--- config.mk ---
export PLATFORM = sky130hd
export DESIGN_NAME = dual_tick_timer
export DESIGN_NICKNAME = d
export VERILOG_FILES = /design/src/rtl/tmr_pkg.sv /design/src/rtl/tmr_rate_gen.sv /design/src/rtl/tmr_ctrl.sv /design/src/rtl/tmr_datapath.sv /design/src/rtl/dual_tick_timer.sv
export SDC_FILE = /design/constraint.sdc
export NUM_CORES = 1
export LEC_CHECK = 0
export BUFFER_PORTS_ARGS = -buffer_cell sky130_fd_sc_hd__buf_2
export CAP_MARGIN = 20
export CORE_MARGIN = 3
export CORE_UTILIZATION = 60
export DETAILED_ROUTE_END_ITERATION = 7
export PLACE_DENSITY = 0.79
export SYNTH_ARGS = -nofsm -noshare
export SYNTH_HDL_FRONTEND = slang
export SYNTH_SLANG_ARGS = --single-unit
--- constraint.sdc ---
create_clock -name clk -period 6.7 [get_ports clk]
set_clock_uncertainty 0.2 [all_clocks]
set_input_delay 0.67 -clock clk [delete_from_list [all_inputs] [get_ports clk]]
set_output_delay 0.67 -clock clk [all_outputs]
set_load 0.05 [all_outputs]
--- src/rtl/tmr_pkg.sv ---
package tmr_pkg;
  localparam int CH_COUNT = 2;
  localparam int DATA_W   = 32;
  localparam int ADDR_W   = 7;
  localparam int SEL_W    = 3;
  localparam int RATE_CNT = 4;

  localparam logic [ADDR_W-1:0] A_TIME   = 7'h38;
  localparam logic [ADDR_W-1:0] A_MASK   = 7'h48;
  localparam logic [ADDR_W-1:0] A_ACK    = 7'h4C;
  localparam logic [ADDR_W-1:0] A_RAW    = 7'h50;
  localparam logic [ADDR_W-1:0] A_MASKED = 7'h54;
  localparam int CH_STRIDE = 16;
  localparam int OFF_LIMIT = 0;
  localparam int OFF_COUNT = 4;
  localparam int OFF_CTRL  = 8;

  typedef struct packed {
    logic [CH_COUNT-1:0] limitWr;
    logic [CH_COUNT-1:0] startWr;
    logic                maskWr;
    logic                ackWr;
  } tmrStrobe_t;
endpackage

--- src/rtl/tmr_rate_gen.sv ---
module tmr_rate_gen #(
  parameter int DIV4 = 7,
  parameter int DIV5 = 6,
  parameter int DIV6 = 5,
  parameter int DIV7 = 3
) (
  input  logic                         clk,
  input  logic                         rstN,
  output logic [tmr_pkg::RATE_CNT-1:0] rateTick
);
  for (genvar g = 0; g < tmr_pkg::RATE_CNT; g++) begin : g_rate
    localparam int D  = (g == 0) ? DIV4 : (g == 1) ? DIV5 : (g == 2) ? DIV6 : DIV7;
    localparam int CW = (D > 2) ? $clog2(D) : 1;
    logic [CW-1:0] preCnt;

    assign rateTick[g] = (preCnt == CW'(D - 1));

    always_ff @(posedge clk) begin
      if (!rstN)            preCnt <= '0;
      else if (rateTick[g]) preCnt <= '0;
      else                  preCnt <= preCnt + 1'b1;
    end


    tick_single_chk: assert property (@(posedge clk) disable iff (!rstN)
      rateTick[g] |=> !rateTick[g]);
  end
endmodule

--- src/rtl/tmr_ctrl.sv ---
module tmr_ctrl
  import tmr_pkg::*;
(
  input  logic                             clk,
  input  logic                             rstN,
  input  logic                             wrEn,
  input  logic [ADDR_W-1:0]                addr,
  input  logic [3:0]                       ctrlBits,
  output tmrStrobe_t                       strobe,
  output logic [CH_COUNT-1:0]              chRun,
  output logic [CH_COUNT-1:0][SEL_W-1:0]   chSel
);
  for (genvar c = 0; c < CH_COUNT; c++) begin : g_ch
    localparam logic [ADDR_W-1:0] BASE = ADDR_W'(c * CH_STRIDE);

    assign strobe.limitWr[c] = wrEn && (addr == BASE + ADDR_W'(OFF_LIMIT));
    assign strobe.startWr[c] = wrEn && (addr == BASE + ADDR_W'(OFF_CTRL));

    always_ff @(posedge clk) begin
      if (!rstN) begin
        chRun[c] <= 1'b0;
        chSel[c] <= '0;
      end else if (strobe.startWr[c]) begin
        chRun[c] <= ctrlBits[3];
        chSel[c] <= ctrlBits[2:0];
      end
    end


    run_follows_write_chk: assert property (@(posedge clk) disable iff (!rstN)
      strobe.startWr[c] |=> (chRun[c] == $past(ctrlBits[3])));
  end

  assign strobe.maskWr = wrEn && (addr == A_MASK);
  assign strobe.ackWr  = wrEn && (addr == A_ACK);
endmodule

--- src/rtl/tmr_datapath.sv ---
module tmr_datapath
  import tmr_pkg::*;
(
  input  logic                             clk,
  input  logic                             rstN,
  input  tmrStrobe_t                       strobe,
  input  logic [DATA_W-1:0]                wrData,
  input  logic [CH_COUNT-1:0]              chRun,
  input  logic [CH_COUNT-1:0][SEL_W-1:0]   chSel,
  input  logic [RATE_CNT-1:0]              rateTick,
  output logic [CH_COUNT-1:0][DATA_W-1:0]  count,
  output logic [CH_COUNT-1:0][DATA_W-1:0]  limit,
  output logic [CH_COUNT-1:0]              raw,
  output logic [CH_COUNT-1:0]              mask,
  output logic                             irqOut,
  output logic [DATA_W-1:0]                timeVal
);
  logic [CH_COUNT-1:0] chTick;
  logic [CH_COUNT-1:0] expire;
  logic [CH_COUNT-1:0] ackBits;
  logic [CH_COUNT-1:0] rawNext;
  logic                irqNext;

  for (genvar c = 0; c < CH_COUNT; c++) begin : g_ch
    assign chTick[c] = chRun[c] && chSel[c][SEL_W-1] && rateTick[chSel[c][1:0]];
    assign expire[c] = chTick[c] && (count[c] <= DATA_W'(1));

    always_ff @(posedge clk) begin
      if (!rstN) begin
        limit[c] <= '0;
        count[c] <= '0;
      end else begin
        if (strobe.limitWr[c]) limit[c] <= wrData;
        if (strobe.startWr[c] && wrData[4]) count[c] <= limit[c];
        else if (expire[c])                 count[c] <= limit[c];
        else if (chTick[c])                 count[c] <= count[c] - 1'b1;
      end
    end


    stopped_hold_chk: assert property (@(posedge clk) disable iff (!rstN)
      (!chRun[c] && !strobe.startWr[c]) |=> $stable(count[c]));

    expire_sets_raw_chk: assert property (@(posedge clk) disable iff (!rstN)
      expire[c] |=> raw[c]);
  end

  assign ackBits = strobe.ackWr ? wrData[CH_COUNT-1:0] : '0;
  assign rawNext = (raw & ~ackBits) | expire;

  always_comb begin
    irqNext = irqOut | (|(expire & mask));
    if (strobe.ackWr && !(|(rawNext & mask))) irqNext = 1'b0;
  end

  always_ff @(posedge clk) begin
    if (!rstN) begin
      raw     <= '0;
      mask    <= '0;
      irqOut  <= 1'b0;
      timeVal <= '0;
    end else begin
      raw     <= rawNext;
      irqOut  <= irqNext;
      timeVal <= timeVal + 1'b1;
      if (strobe.maskWr) mask <= wrData[CH_COUNT-1:0];
    end
  end


  irq_source_chk: assert property (@(posedge clk) disable iff (!rstN)
    $rose(irqOut) |-> $past(|(expire & mask)));

  ack_clears_irq_chk: assert property (@(posedge clk) disable iff (!rstN)
    (strobe.ackWr && expire == '0 && ((raw & ~wrData[CH_COUNT-1:0] & mask) == '0)) |=> !irqOut);

  time_step_chk: assert property (@(posedge clk) disable iff (!rstN)
    1'b1 |=> (timeVal == $past(timeVal) + 1'b1));
endmodule

--- src/rtl/dual_tick_timer.sv ---
module dual_tick_timer
  import tmr_pkg::*;
#(
  parameter int DIV4 = 7,
  parameter int DIV5 = 6,
  parameter int DIV6 = 5,
  parameter int DIV7 = 3
) (
  input  logic        clk,
  input  logic        rstN,
  input  logic        wrEn,
  input  logic [6:0]  addr,
  input  logic [31:0] wrData,
  output logic [31:0] rdData,
  output logic        irqOut
);
  tmrStrobe_t                      strobe;
  logic [CH_COUNT-1:0]             chRun;
  logic [CH_COUNT-1:0][SEL_W-1:0]  chSel;
  logic [RATE_CNT-1:0]             rateTick;
  logic [CH_COUNT-1:0][DATA_W-1:0] count;
  logic [CH_COUNT-1:0][DATA_W-1:0] limit;
  logic [CH_COUNT-1:0]             raw;
  logic [CH_COUNT-1:0]             mask;
  logic [DATA_W-1:0]               timeVal;

  tmr_rate_gen #(.DIV4(DIV4), .DIV5(DIV5), .DIV6(DIV6), .DIV7(DIV7)) i_rate (
    .clk(clk), .rstN(rstN), .rateTick(rateTick));

  tmr_ctrl i_ctrl (
    .clk(clk), .rstN(rstN), .wrEn(wrEn), .addr(addr),
    .ctrlBits({wrData[4], wrData[2:0]}),
    .strobe(strobe), .chRun(chRun), .chSel(chSel));

  tmr_datapath i_dp (
    .clk(clk), .rstN(rstN), .strobe(strobe), .wrData(wrData),
    .chRun(chRun), .chSel(chSel), .rateTick(rateTick),
    .count(count), .limit(limit), .raw(raw), .mask(mask),
    .irqOut(irqOut), .timeVal(timeVal));

  always_comb begin
    rdData = '0;
    for (int c = 0; c < CH_COUNT; c++) begin
      if (addr == ADDR_W'(c * CH_STRIDE + OFF_LIMIT)) rdData = limit[c];
      if (addr == ADDR_W'(c * CH_STRIDE + OFF_COUNT)) rdData = count[c];
      if (addr == ADDR_W'(c * CH_STRIDE + OFF_CTRL))  rdData = {27'd0, chRun[c], 1'b0, chSel[c]};
    end
    case (addr)
      A_TIME:   rdData = timeVal;
      A_MASK:   rdData = {{(DATA_W-CH_COUNT){1'b0}}, mask};
      A_RAW:    rdData = {{(DATA_W-CH_COUNT){1'b0}}, raw};
      A_MASKED: rdData = {{(DATA_W-CH_COUNT){1'b0}}, raw & mask};
      default:  ;
    endcase
  end
endmodule

==> implementation parameters, run 1 <==
Parameter                              Value

Power
  Switching pwr ... 0.547 mW
  IR drop worst, VDD ... 201 uV
  Cell Int Power ... 1.68 mW
  Portion of total power attributed to the clock network ... 0.446
  Power share of the combinational group ... 0.054
  Switching portion of total power ... 0.246
  Power density over cell area ... 202 nW/um2
  Part of the power in registers ... 0.500
  Static leakage power ... 4.15 nW

Min path
  Worst min path class ... register to register
  Critical hold path startpoint ... i_rate.g_rate[3].preCnt[0]

Floorplanning
  Core Region ... 16100 um2
  Floorplan row count ... 46
  Die Area ... 18200 um2
  Horizontal die dimension ... 135 um
  Die outline height ... 135 um
  Total I/O pin count ... 75
  Starting Density ... 0.620

STA
  Unrepaired setup endpoints after global routing ... false
  Final critical path time including I/O delays and setup ... 4.10 ns
  Rel. slew slack ... 0.316
  Share of the cycle needed by the critical path after routing ... 0.611
  WHS ... 0.215 ns
  Final setup vio count ... 0
  Count of final max-slew check failures ... 0
  Final sum of negative setup slack ... 0 ns
  Slew @ Worst Pin ... 1.03 ns
  Maximum achievable frequency ... 244 MHz
  Final hold violations ... 0

Yosys
  Number of flops mapped to enable cells by yosys ... 0
  Unique cell type count in the Yosys netlist ... 68
  Syn nets ... 1399
  Main area contributors after synthesis ... sky130_fd_sc_hd__dfxtp_1 37%, sky130_fd_sc_hd__a21oi_1 9.5%, sky130_fd_sc_hd__nand2_1 8.0%
  Number of synthesis warnings ... 0
  Total standard cell area after synthesis ... 9960 um2
  Sequential cell area fraction in the yosys report ... 0.370
  Synth Area per Inst ... 7.40 um2
  Gate count after technology mapping ... 1345
  Proportion of netlist area held by the largest area contributor ... 0.370
  Predominant post-synthesis flop cell ... sky130_fd_sc_hd__dfxtp_1
  #FFs+latches synth ... 184
  Proportion of register bits with asynchronous set or reset after synthesis ... 0
  Biggest area consumer among synthesized cells ... sky130_fd_sc_hd__dfxtp_1

Placed design
  Port Buf Inserts ... 74
  Post-DP HPWL ... 22800 um
  Final weighted congestion in routability-driven placement ... 0.985

Outcome
  Result of the run ... finished clean

Routing
  Via count ... 10300
  Uppermost routed layer ... met4
  Wire length reported by the detailed router ... 32500 um
  DRT met1 WL ... 12800 um
  1st-iter DRT viols ... 1149
  Router iterations before antenna repair ... 5
  Per-cell routed wire length ... 20.4 um
  Post-detailed-route via-to-cell ratio ... 6.50
  Total met2 wirelength after detailed routing ... 14900 um
  Amount of wire on met3 after detailed routing ... 2570 um
  ANT nets after route ... 0
  Detailed-route DRC error count ... 0

CTS
  Setup fix buffers added after clock tree synthesis ... 0
  Root buffer cell ... sky130_fd_sc_hd__clkbuf_16
  Worst-case clock buffer depth ... 2
  Number of buffers created by CTS ... 17
  H-tree lvl count ... 4
  Clock tree from TritonCTS ... yes
  TritonCTS sink count ... 184
  Count of instances resized after the clock tree is built ... 0
  Clock Latency Late Sink ... 0.44 ns
  Register clock-pin slew on the reported worst setup and hold paths ... 0.07 ns
  Number of hold-repair buffers added at the cts stage ... 0

Global routing
  Total global routing track utilization ... 0.356
  Pin count of the biggest net entering global routing ... 83
  First-pass GRT wire length ... 51100 um
  Vias in the first global route ... 9273
  Leftover overflow at the end of global routing ... 0
  Antenna violations before repair ... 0

Setup path
  Reg-to-reg setup timing slack ... 2.92 ns
  FF-to-FF path depth ... 8
  End point of the critical path ... rdData[23]
  Critical Path Source Type ... input pin
  CP required ... 5.83 ns
  Crit Path Category ... input pin to output pin
  Timing startpoint of the critical path ... addr[4]
  Kind of end point of the critical path ... output pin
  Highest fanout seen on the critical path ... 26
  Capture point of the worst reg-to-reg path ... i_dp.count[18]
  Beginning of the worst register-to-register path ... i_dp.count[12]
  Data arrival time at the worst-slack endpoint ... 3.23 ns

Final layout
  Filler Cell Count ... 1384
  Fraction of final layout cells with drive strength greater than 1 ... 0.106
  Multi-input gate area ... 5850 um2
  Layout overhead on the synthesized area ... 10.4%
  FF+latch area ... 3680 um2
  Antenna cell count ... 0
  Fin nets ... 1418

Job
  Max-cap violations ... 0
==> sequential cells by signal, indices dropped and copies added (netlist names) <==
register              cells
i_dp.count               64
i_dp.mask                 2
i_ctrl.chRun              2
i_rate.g_rate.preCnt     11
i_dp.timeVal             32
i_dp.limit               64
i_dp.raw                  2
i_ctrl.chSel              6
i_dp.irqOut               1
==> worst min-delay path by stage <==
stage,endpoint,depth (start not counted)
floorplan,i_rate.g_rate[3].preCnt[0],1
global placement,i_rate.g_rate[3].preCnt[0],1
detailed placement,i_rate.g_rate[3].preCnt[0],1
CTS,i_rate.g_rate[3].preCnt[0],1
global route,i_rate.g_rate[3].preCnt[0],1
finish,i_rate.g_rate[3].preCnt[0],1
==> kinds of logic (layout without fill, tap and decap cells) <==
family                     Yosys count  count (layout)  synth area share
adders and majority gates           12              12            0.0151
muxes                               39              39            0.0445
buffers and inverters              112             143            0.0452
DFF                                184             184             0.370
and+or+nand+nor                    599             599             0.278
xor gates and xnor gates            27              27            0.0237
AOI/OAI and AO/OA                  372             372             0.224
==> through the flow <==
stage | setup WS [ns] | area, um2 | total power, mW | utilization | instances
global placement | 2.56 | 10300 | 1.25 | 0.644 | 1556
finish | 2.60 | 11000 | 2.22 | 0.685 | 1592
floorplan | 3.03 | 9960 | 1.21 | - | 1345
detailed placement | 2.49 | 10300 | 1.25 | 0.644 | 1556
CTS | 2.53 | 10900 | 2.22 | 0.680 | 1587
global route | 2.43 | 11000 | 2.29 | 0.685 | 1592
==> synth_stat cells, types with 26 or more instances <==
| cell | instances |
|---|---|
| sky130_fd_sc_hd__a21oi_1 | 189 |
| sky130_fd_sc_hd__a221o_1 | 26 |
| sky130_fd_sc_hd__clkbuf_1 | 70 |
| sky130_fd_sc_hd__dfxtp_1 | 184 |
| sky130_fd_sc_hd__mux2i_1 | 33 |
| sky130_fd_sc_hd__nand2_1 | 211 |
| sky130_fd_sc_hd__nand3_1 | 53 |
| sky130_fd_sc_hd__nor2_1 | 169 |
| sky130_fd_sc_hd__nor3_1 | 41 |
| sky130_fd_sc_hd__nor4_1 | 27 |
| sky130_fd_sc_hd__o21ai_0 | 32 |
| sky130_fd_sc_hd__o21ai_1 | 47 |
==> cell type report <==
class	instances	share of cell area
multi-input cells	1049	0.532
flip-flops and latches	184	0.335
repair buffers	92	0.0493
clock buffers	19	0.0412
well taps	216	0.0246
clock inverters	12	0.0106
inverters	20	0.00706
==> power groups by stage <==
stage	combinational (mW)	clock [mW]	sequential, mW
2_1_floorplan	0.0796	0	1.13
3_3_place_gp	0.115	0	1.14
5_1_grt	0.133	1.05	1.11
4_1_cts	0.118	0.992	1.11
3_5_place_dp	0.117	0	1.14
6_report	0.121	0.991	1.11
==> routing by layer <==
layer | vias up | track usage
li1 | 4835 | -
met4 | 0 | 0.221
met3 | 129 | 0.0563
met5 | - | 0
met2 | 608 | 0.564
met1 | 4770 | 0.457
==> layout by cell type, fill, tap and decap left out, types with 12 or more instances in the layout <==
cell,netlist,layout
sky130_fd_sc_hd__a21oi_1,189,189
sky130_fd_sc_hd__nor3_1,41,40
sky130_fd_sc_hd__a221o_1,26,26
sky130_fd_sc_hd__inv_1,19,19
sky130_fd_sc_hd__nor4_1,27,27
sky130_fd_sc_hd__dfxtp_1,184,184
sky130_fd_sc_hd__o21ai_1,47,46
sky130_fd_sc_hd__and3_1,13,13
sky130_fd_sc_hd__o21ai_0,32,32
sky130_fd_sc_hd__buf_2,9,75
sky130_fd_sc_hd__ha_1,12,12
sky130_fd_sc_hd__nand4_1,14,14
sky130_fd_sc_hd__clkbuf_16,0,17
sky130_fd_sc_hd__or3_1,22,22
sky130_fd_sc_hd__mux2i_1,33,33
sky130_fd_sc_hd__a31oi_1,18,18
sky130_fd_sc_hd__nand3_1,53,53
sky130_fd_sc_hd__buf_4,1,13
sky130_fd_sc_hd__and2_1,14,14
sky130_fd_sc_hd__nand2_1,211,211
sky130_fd_sc_hd__xor2_1,17,17
sky130_fd_sc_hd__nor2_1,169,168
==> critical path, stage by stage <==
cell and delay (ns):
sky130_fd_sc_hd__buf_2 0.46, sky130_fd_sc_hd__buf_4 0.46, sky130_fd_sc_hd__and2_1 0.83, sky130_fd_sc_hd__a21oi_1 0.19, sky130_fd_sc_hd__nor2_1 0.18, sky130_fd_sc_hd__a221o_1 0.15, sky130_fd_sc_hd__buf_2 0.26
(Power assumes the default switching activity.)
==> run 2: changes to the inputs <==
Settings changed: CORE_UTILIZATION 60 to 55, PLACE_DENSITY 0.79 to 0.76.
Clock period 6.7 ns to 3.3 ns, I/O delays scaled along.
==> run 2 against run 1 <==
Effect of this change:
- combinational power rose by 140%
- die area rose by 8.7%
- routed wire length is 0.66% higher
- utilization down 2.6 points
- global-route usage is 2.9 points lower
- via count increased by 2.2%
- non-clock buffer count is 56 higher
- critical path depth increased by 1
- count of clock-buffer cells in the layout fell by 1
- critical path type is now register to register
- sequential cell count stayed put
- total power grew 110%
==> implementation parameters, run 2 (synthesis results as in run 1) <==
Parameter                              Value

Outcome
  Result of the run ... finished clean

Floorplanning
  Die outline height ... 141 um
  Core Region ... 17500 um2
  Starting Density ... 0.568
  Floorplan row count ... 48
  Total I/O pin count ... 75
  Horizontal die dimension ... 141 um
  Die Area ... 19800 um2

Global routing
  First-pass GRT wire length ... 51900 um
  Leftover overflow at the end of global routing ... 0
  Pin count of the biggest net entering global routing ... 51
  Antenna violations before repair ... 0
  Vias in the first global route ... 9678
  Total global routing track utilization ... 0.327

Power
  Static leakage power ... 4.40 nW
  IR drop worst, VDD ... 475 uV
  Power density over cell area ... 407 nW/um2

Setup path
  Critical Path Source Type ... register
  Capture point of the worst reg-to-reg path ... i_dp.count[18]
  FF-to-FF path depth ... 8
  Crit Path Category ... register to register
  Highest fanout seen on the critical path ... 31
  Timing startpoint of the critical path ... i_dp.count[12]
  End point of the critical path ... i_dp.count[18]
  Data arrival time at the worst-slack endpoint ... 3.25 ns
  Kind of end point of the critical path ... register
  Beginning of the worst register-to-register path ... i_dp.count[12]
  CP required ... 3.43 ns
  Reg-to-reg setup timing slack ... 0.18 ns

Routing
  Via count ... 10600
  Wire length reported by the detailed router ... 32700 um
  Post-detailed-route via-to-cell ratio ... 6.38
  Router iterations before antenna repair ... 7
  Per-cell routed wire length ... 19.8 um
  ANT nets after route ... 0
  1st-iter DRT viols ... 1311
  Detailed-route DRC error count ... 0

Final layout
  Fin nets ... 1474
  Filler Cell Count ... 1555
  Antenna cell count ... 0
  Largest registers ranked by flip-flop count ... i_dp.count: 64 flops, i_dp.limit: 64 flops, i_dp.timeVal: 32 flops
  Layout overhead on the synthesized area ... 16.0%
  Fraction of final layout cells with drive strength greater than 1 ... 0.119
  Multi-input gate area ... 5850 um2
  FF+latch area ... 3680 um2
  Top library cells by usage in the layout, fill and taps aside ... 211 x sky130_fd_sc_hd__nand2_1, 189 x sky130_fd_sc_hd__a21oi_1, 184 x sky130_fd_sc_hd__dfxtp_1, 168 x sky130_fd_sc_hd__nor2_1, 74 x sky130_fd_sc_hd__buf_2
  Most common library cell in the layout ignoring fill and taps ... sky130_fd_sc_hd__nand2_1

CTS
  Register clock-pin slew on the reported worst setup and hold paths ... 0.07 ns
  Count of instances resized after the clock tree is built ... 0
  Worst-case clock buffer depth ... 2
  Clock tree from TritonCTS ... yes
  H-tree lvl count ... 4
  Number of buffers created by CTS ... 17
  TritonCTS sink count ... 184
  Root buffer cell ... sky130_fd_sc_hd__clkbuf_16
  Clock Latency Late Sink ... 0.44 ns

STA
  Maximum achievable frequency ... 320 MHz
  WHS ... 0.0241 ns
  Slew @ Worst Pin ... 0.674 ns
  Final sum of negative setup slack ... 0 ns
  Final setup vio count ... 0
  Rel. slew slack ... 0.547
  Count of final max-slew check failures ... 0
  Final critical path time including I/O delays and setup ... 3.12 ns
  Unrepaired setup endpoints after global routing ... false
  Share of the cycle needed by the critical path after routing ... 0.946
  Final hold violations ... 0

Placed design
  Port Buf Inserts ... 74
  Post-DP HPWL ... 23000 um
  Final weighted congestion in routability-driven placement ... 0.978

Min path
  Worst min path class ... input pin to register

Job
  Max-cap violations ... 0
run 2: power breakdown:
group | switching [mW] | internal (mW) | leakage [nW] | total, mW
Combinational | 0.182 | 0.111 | 2.64 | 0.293
Clock | 0.892 | 1.26 | 0.276 | 2.15
Sequential | 0.0168 | 2.24 | 1.48 | 2.26
run 2: layout make-up:
type / instances / share of cell area
Sequential cell: 184 / 0.319
Timing Repair Buffer: 148 / 0.0908
Tap cell: 225 / 0.0244
Inverter: 20 / 0.00672
Clock inverter: 12 / 0.0155
Multi-Input combinational cell: 1049 / 0.506
Clock buffer: 18 / 0.0372
run 2: how the worst min path moves through the flow:
stage / from / end / depth (start not counted)
6_report: wrData[4] / i_dp.limit[36] / 3
5_1_grt: wrData[4] / i_dp.limit[4] / 3
3_5_place_dp: i_rate.g_rate[3].preCnt[0] / i_rate.g_rate[3].preCnt[0] / 1
3_3_place_gp: i_rate.g_rate[3].preCnt[0] / i_rate.g_rate[3].preCnt[0] / 1
2_1_floorplan: i_rate.g_rate[3].preCnt[0] / i_rate.g_rate[3].preCnt[0] / 1
4_1_cts: wrData[1] / i_dp.limit[33] / 3
run 2: metrics by stage:
step	setup WS, ns	util	area [um2]	power [mW]	instances
after global placement	0.338	0.607	10700	2.56	1597
after global routing	0.0145	0.659	11500	4.83	1656
final	0.177	0.659	11500	4.70	1656
after floorplan	0.310	-	9960	2.46	1345
after CTS	0.250	0.659	11500	4.71	1656
after detailed placement	0.279	0.607	10700	2.57	1597
run 2: per-layer routing:
metal / vias to the layer above / track usage / part of all wire
met3: 110 / 0.0608 / 0.085
met2: 587 / 0.508 / 0.45
met1: 4923 / 0.435 / 0.41
met5: - / 0 / 0
li1: 4951 / - / -
met4: 0 / 0.168 / 0.053
run 2: what timing repair did:
action / in CTS / in global routing
setup buffers: 0 / 0
hold endpoints to repair: 57 / 0
endpoints found under the setup margin: 0 / 1
hold buffers: 29 / 0
run 2: critical path, stage by stage (launching register included):
cell and delay (ns):
sky130_fd_sc_hd__dfxtp_1 0.36, sky130_fd_sc_hd__or4_1 0.64, sky130_fd_sc_hd__nor4_1 0.41, sky130_fd_sc_hd__nand4_1 0.42, sky130_fd_sc_hd__o21ai_2 0.32, sky130_fd_sc_hd__buf_12 0.21, sky130_fd_sc_hd__o21ai_1 0.09, sky130_fd_sc_hd__a221oi_1 0.28
sky130_fd_sc_hd__nor2_1 0.06
==> run 3: changes to the inputs <==
--- a/config.mk
+++ b/config.mk
@@ -9,5 +9,8 @@
 export CAP_MARGIN = 20
+export CELL_PAD_IN_SITES_DETAIL_PLACEMENT = 2
+export CELL_PAD_IN_SITES_GLOBAL_PLACEMENT = 2
 export CORE_MARGIN = 3
-export CORE_UTILIZATION = 55
+export CORE_UTILIZATION = 32
 export DETAILED_ROUTE_END_ITERATION = 7
+export GPL_TIMING_DRIVEN = 0
 export PLACE_DENSITY = 0.76
==> constraint.sdc (replaced) <==
create_clock -name clk -period 3.3 [get_ports clk]
set_clock_uncertainty 0.2 [all_clocks]
set_input_delay 0 -clock clk [delete_from_list [all_inputs] [get_ports clk]]
set_output_delay 0 -clock clk [all_outputs]
set_load 0.05 [all_outputs]
==> run 3 against run 2 <==
Effect of this change:
- critical path depth is 3 higher
- sequential cell count stayed put
- largest power group unchanged
- sequential power hardly changed
- sequential share of layout area is 1.1 points lower
- routed wire length is 50% higher
- utilization is 26 points lower
==> implementation parameters, run 3 (synthesis results as in run 1) <==
Parameter                              Value

Final layout
  Post-route cell area ... 12000 um2
  Top library cells by usage in the layout, fill and taps aside ... 210 x sky130_fd_sc_hd__nand2_1, 189 x sky130_fd_sc_hd__a21oi_1, 184 x sky130_fd_sc_hd__dfxtp_1, 166 x sky130_fd_sc_hd__nor2_1, 76 x sky130_fd_sc_hd__buf_2
  Fin nets ... 1538
  Largest registers ranked by flip-flop count ... i_dp.count: 64 flops, i_dp.limit: 64 flops, i_dp.timeVal: 32 flops
  Fraction of final layout cells with drive strength greater than 1 ... 0.110
  Core occupancy in the finished layout ... 0.396
  Layout overhead on the synthesized area ... 20.1%
  Most common library cell in the layout ignoring fill and taps ... sky130_fd_sc_hd__nand2_1
  Filler Cell Count ... 3560
  Antenna cell count ... 0

Global routing
  Vias in the first global route ... 12000
  First-pass GRT wire length ... 74100 um
  Leftover overflow at the end of global routing ... 0
  Total global routing track utilization ... 0.294
  Pin count of the biggest net entering global routing ... 17
  Antenna violations before repair ... 0

Setup path
  Kind of end point of the critical path ... register
  Critical path's top delay family ... buffers and inverters
  Data arrival time at the worst-slack endpoint ... 3.35 ns
  Highest fanout seen on the critical path ... 10
  Delay of the slowest cell on the worst path ... 0.53 ns
  Cell mode on critical path ... sky130_fd_sc_hd__clkbuf_4
  Critical Path, Cell by Cell ... inv_1, ha_1, and2_1, mux4_2, nand3_1, clkbuf_4, o21a_1, clkbuf_4, clkbuf_4, o21ai_1, a21oi_1
  Slowest library cell on the worst path ... sky130_fd_sc_hd__mux4_2
  Crit Path Category ... register to register
  Beginning of the worst register-to-register path ... i_rate.g_rate[2].preCnt[0]
  CP required ... 3.47 ns
  Combined buffer and inverter count along the critical path ... 4
  Critical Path Source Type ... register
  Timing startpoint of the critical path ... i_rate.g_rate[2].preCnt[0]

STA
  Count of final max-slew check failures ... 0
  Final hold violations ... 0
  Final setup vio count ... 0
  Final critical path time including I/O delays and setup ... 3.17 ns
  WHS ... 0.0691 ns
  Rel. slew slack ... 0.221
  Unrepaired setup endpoints after global routing ... false
  Slew @ Worst Pin ... 1.17 ns
  Maximum achievable frequency ... 315 MHz
  Share of the cycle needed by the critical path after routing ... 0.961

Floorplanning
  Die Area ... 33300 um2
  Total I/O pin count ... 75
  Horizontal die dimension ... 182 um
  Core Region ... 30200 um2
  Floorplan row count ... 63
  Die outline height ... 182 um
  Starting Density ... 0.330

Routing
  Router iterations before antenna repair ... 5
  Via count ... 11300
  Per-cell routed wire length ... 26.1 um
  Post-detailed-route via-to-cell ratio ... 5.96
  Wire length reported by the detailed router ... 49200 um
  Detailed-route DRC error count ... 0
  1st-iter DRT viols ... 714
  ANT nets after route ... 0

CTS
  Number of buffers created by CTS ... 17
  Root buffer cell ... sky130_fd_sc_hd__clkbuf_16
  TritonCTS sink count ... 184
  H-tree lvl count ... 4
  Clock tree from TritonCTS ... yes
  Register clock-pin slew on the reported worst setup and hold paths ... 0.07 ns
  Worst-case clock buffer depth ... 2
  Clock Latency Late Sink ... 0.45 ns

Placed design
  Final weighted congestion in routability-driven placement ... 0.938
  Port Buf Inserts ... 70
  Post-DP HPWL ... 36900 um
  Total placed instance area ... 10800 um2

Power
  Static leakage power ... 4.47 nW
  Power density over cell area ... 391 nW/um2
  Portion of total power attributed to the clock network ... 0.443
  Switching pwr ... 1.24 mW
  Part of the power in registers ... 0.483
  Power share of the combinational group ... 0.074
  Cell Int Power ... 3.44 mW
  Switching portion of total power ... 0.265
  IR drop worst, VDD ... 342 uV
  Tot Pwr ... 4.68 mW

Min path
  Worst min path class ... input pin to register
  Critical hold path startpoint ... addr[6]

Outcome
  Result of the run ... finished clean

Job
  Max-cap violations ... 0
run 3: changes by cell type in the layout (fill, tap and decap cells not counted), sizes merged:
cell and change:
clkinvlp -3, bufinv -3, buf -19, clkbuf +77
dlygate4sd3 +10, clkinv +4
run 3: worst min-delay path: cells and delay by family:
kind	cells	cell delay [ns]
buf+inv	1	0.20
simple gates	4	0.42
compound gates	1	0.06
run 3: timing repair:
action	CTS	global route
pin swaps	3	3
hold buffers	39	0
setup buffers	7	3
gates cloned	0	0
resized for setup	7	35
endpoints found under the hold margin	78	0
endpoints found under the setup margin	61	64
run 3: layer usage:
layer / vias to the layer above / wire length [um] / share of wire / global-route usage
met5: - / 0 / 0 / 0
met4: 0 / 2200 / 0.045 / 0.126
li1: 5084 / - / - / -
met1: 5740 / 21700 / 0.44 / 0.381
met2: 323 / 23200 / 0.47 / 0.489
met3: 106 / 2130 / 0.043 / 0.0446
run 3: path summary, 6_finish.rpt:
| kind | to | slack (ns) | cells after the start |
|---|---|---|---|
| hold / removal | i_dp.raw[1] | 0.07 | 6 |
| hold reg to reg | i_rate.g_rate[3].preCnt[0] | 0.22 | 1 |
| setup / recovery | i_dp.count[28] | 0.13 | 11 |
| setup reg to reg | i_dp.count[28] | 0.13 | 11 |
run 3: layout make-up:
class,count,area (um2),share of cell area
Clock buffer,22,464,0.0388
Sequential cell,184,3680,0.308
Timing Repair Buffer,121,828,0.0693
Inverter,20,75.1,0.00628
Buffer,91,397,0.0332
Clock inverter,10,97.6,0.00816
Tap cell,390,488,0.0408
Multi-Input combinational cell,1049,5930,0.495
run 3: metrics by stage:
stage,setup TNS (ns),setup WS [ns],cells
6_report,0,0.127,1887
5_1_grt,0,0.00212,1887
4_1_cts,0,0.0131,1885
3_5_place_dp,-8.65,-0.297,1807
3_3_place_gp,-5.36,-0.267,1805
2_1_floorplan,0,0.643,1345
run 3: power groups by stage:
stage / Clock, mW / Sequential (mW) / Combinational, mW
floorplan: 0 / 2.30 / 0.162
global placement: 0 / 2.31 / 0.291
detailed placement: 0 / 2.31 / 0.300
CTS: 2.11 / 2.26 / 0.339
global route: 2.18 / 2.26 / 0.377
finish: 2.07 / 2.26 / 0.348
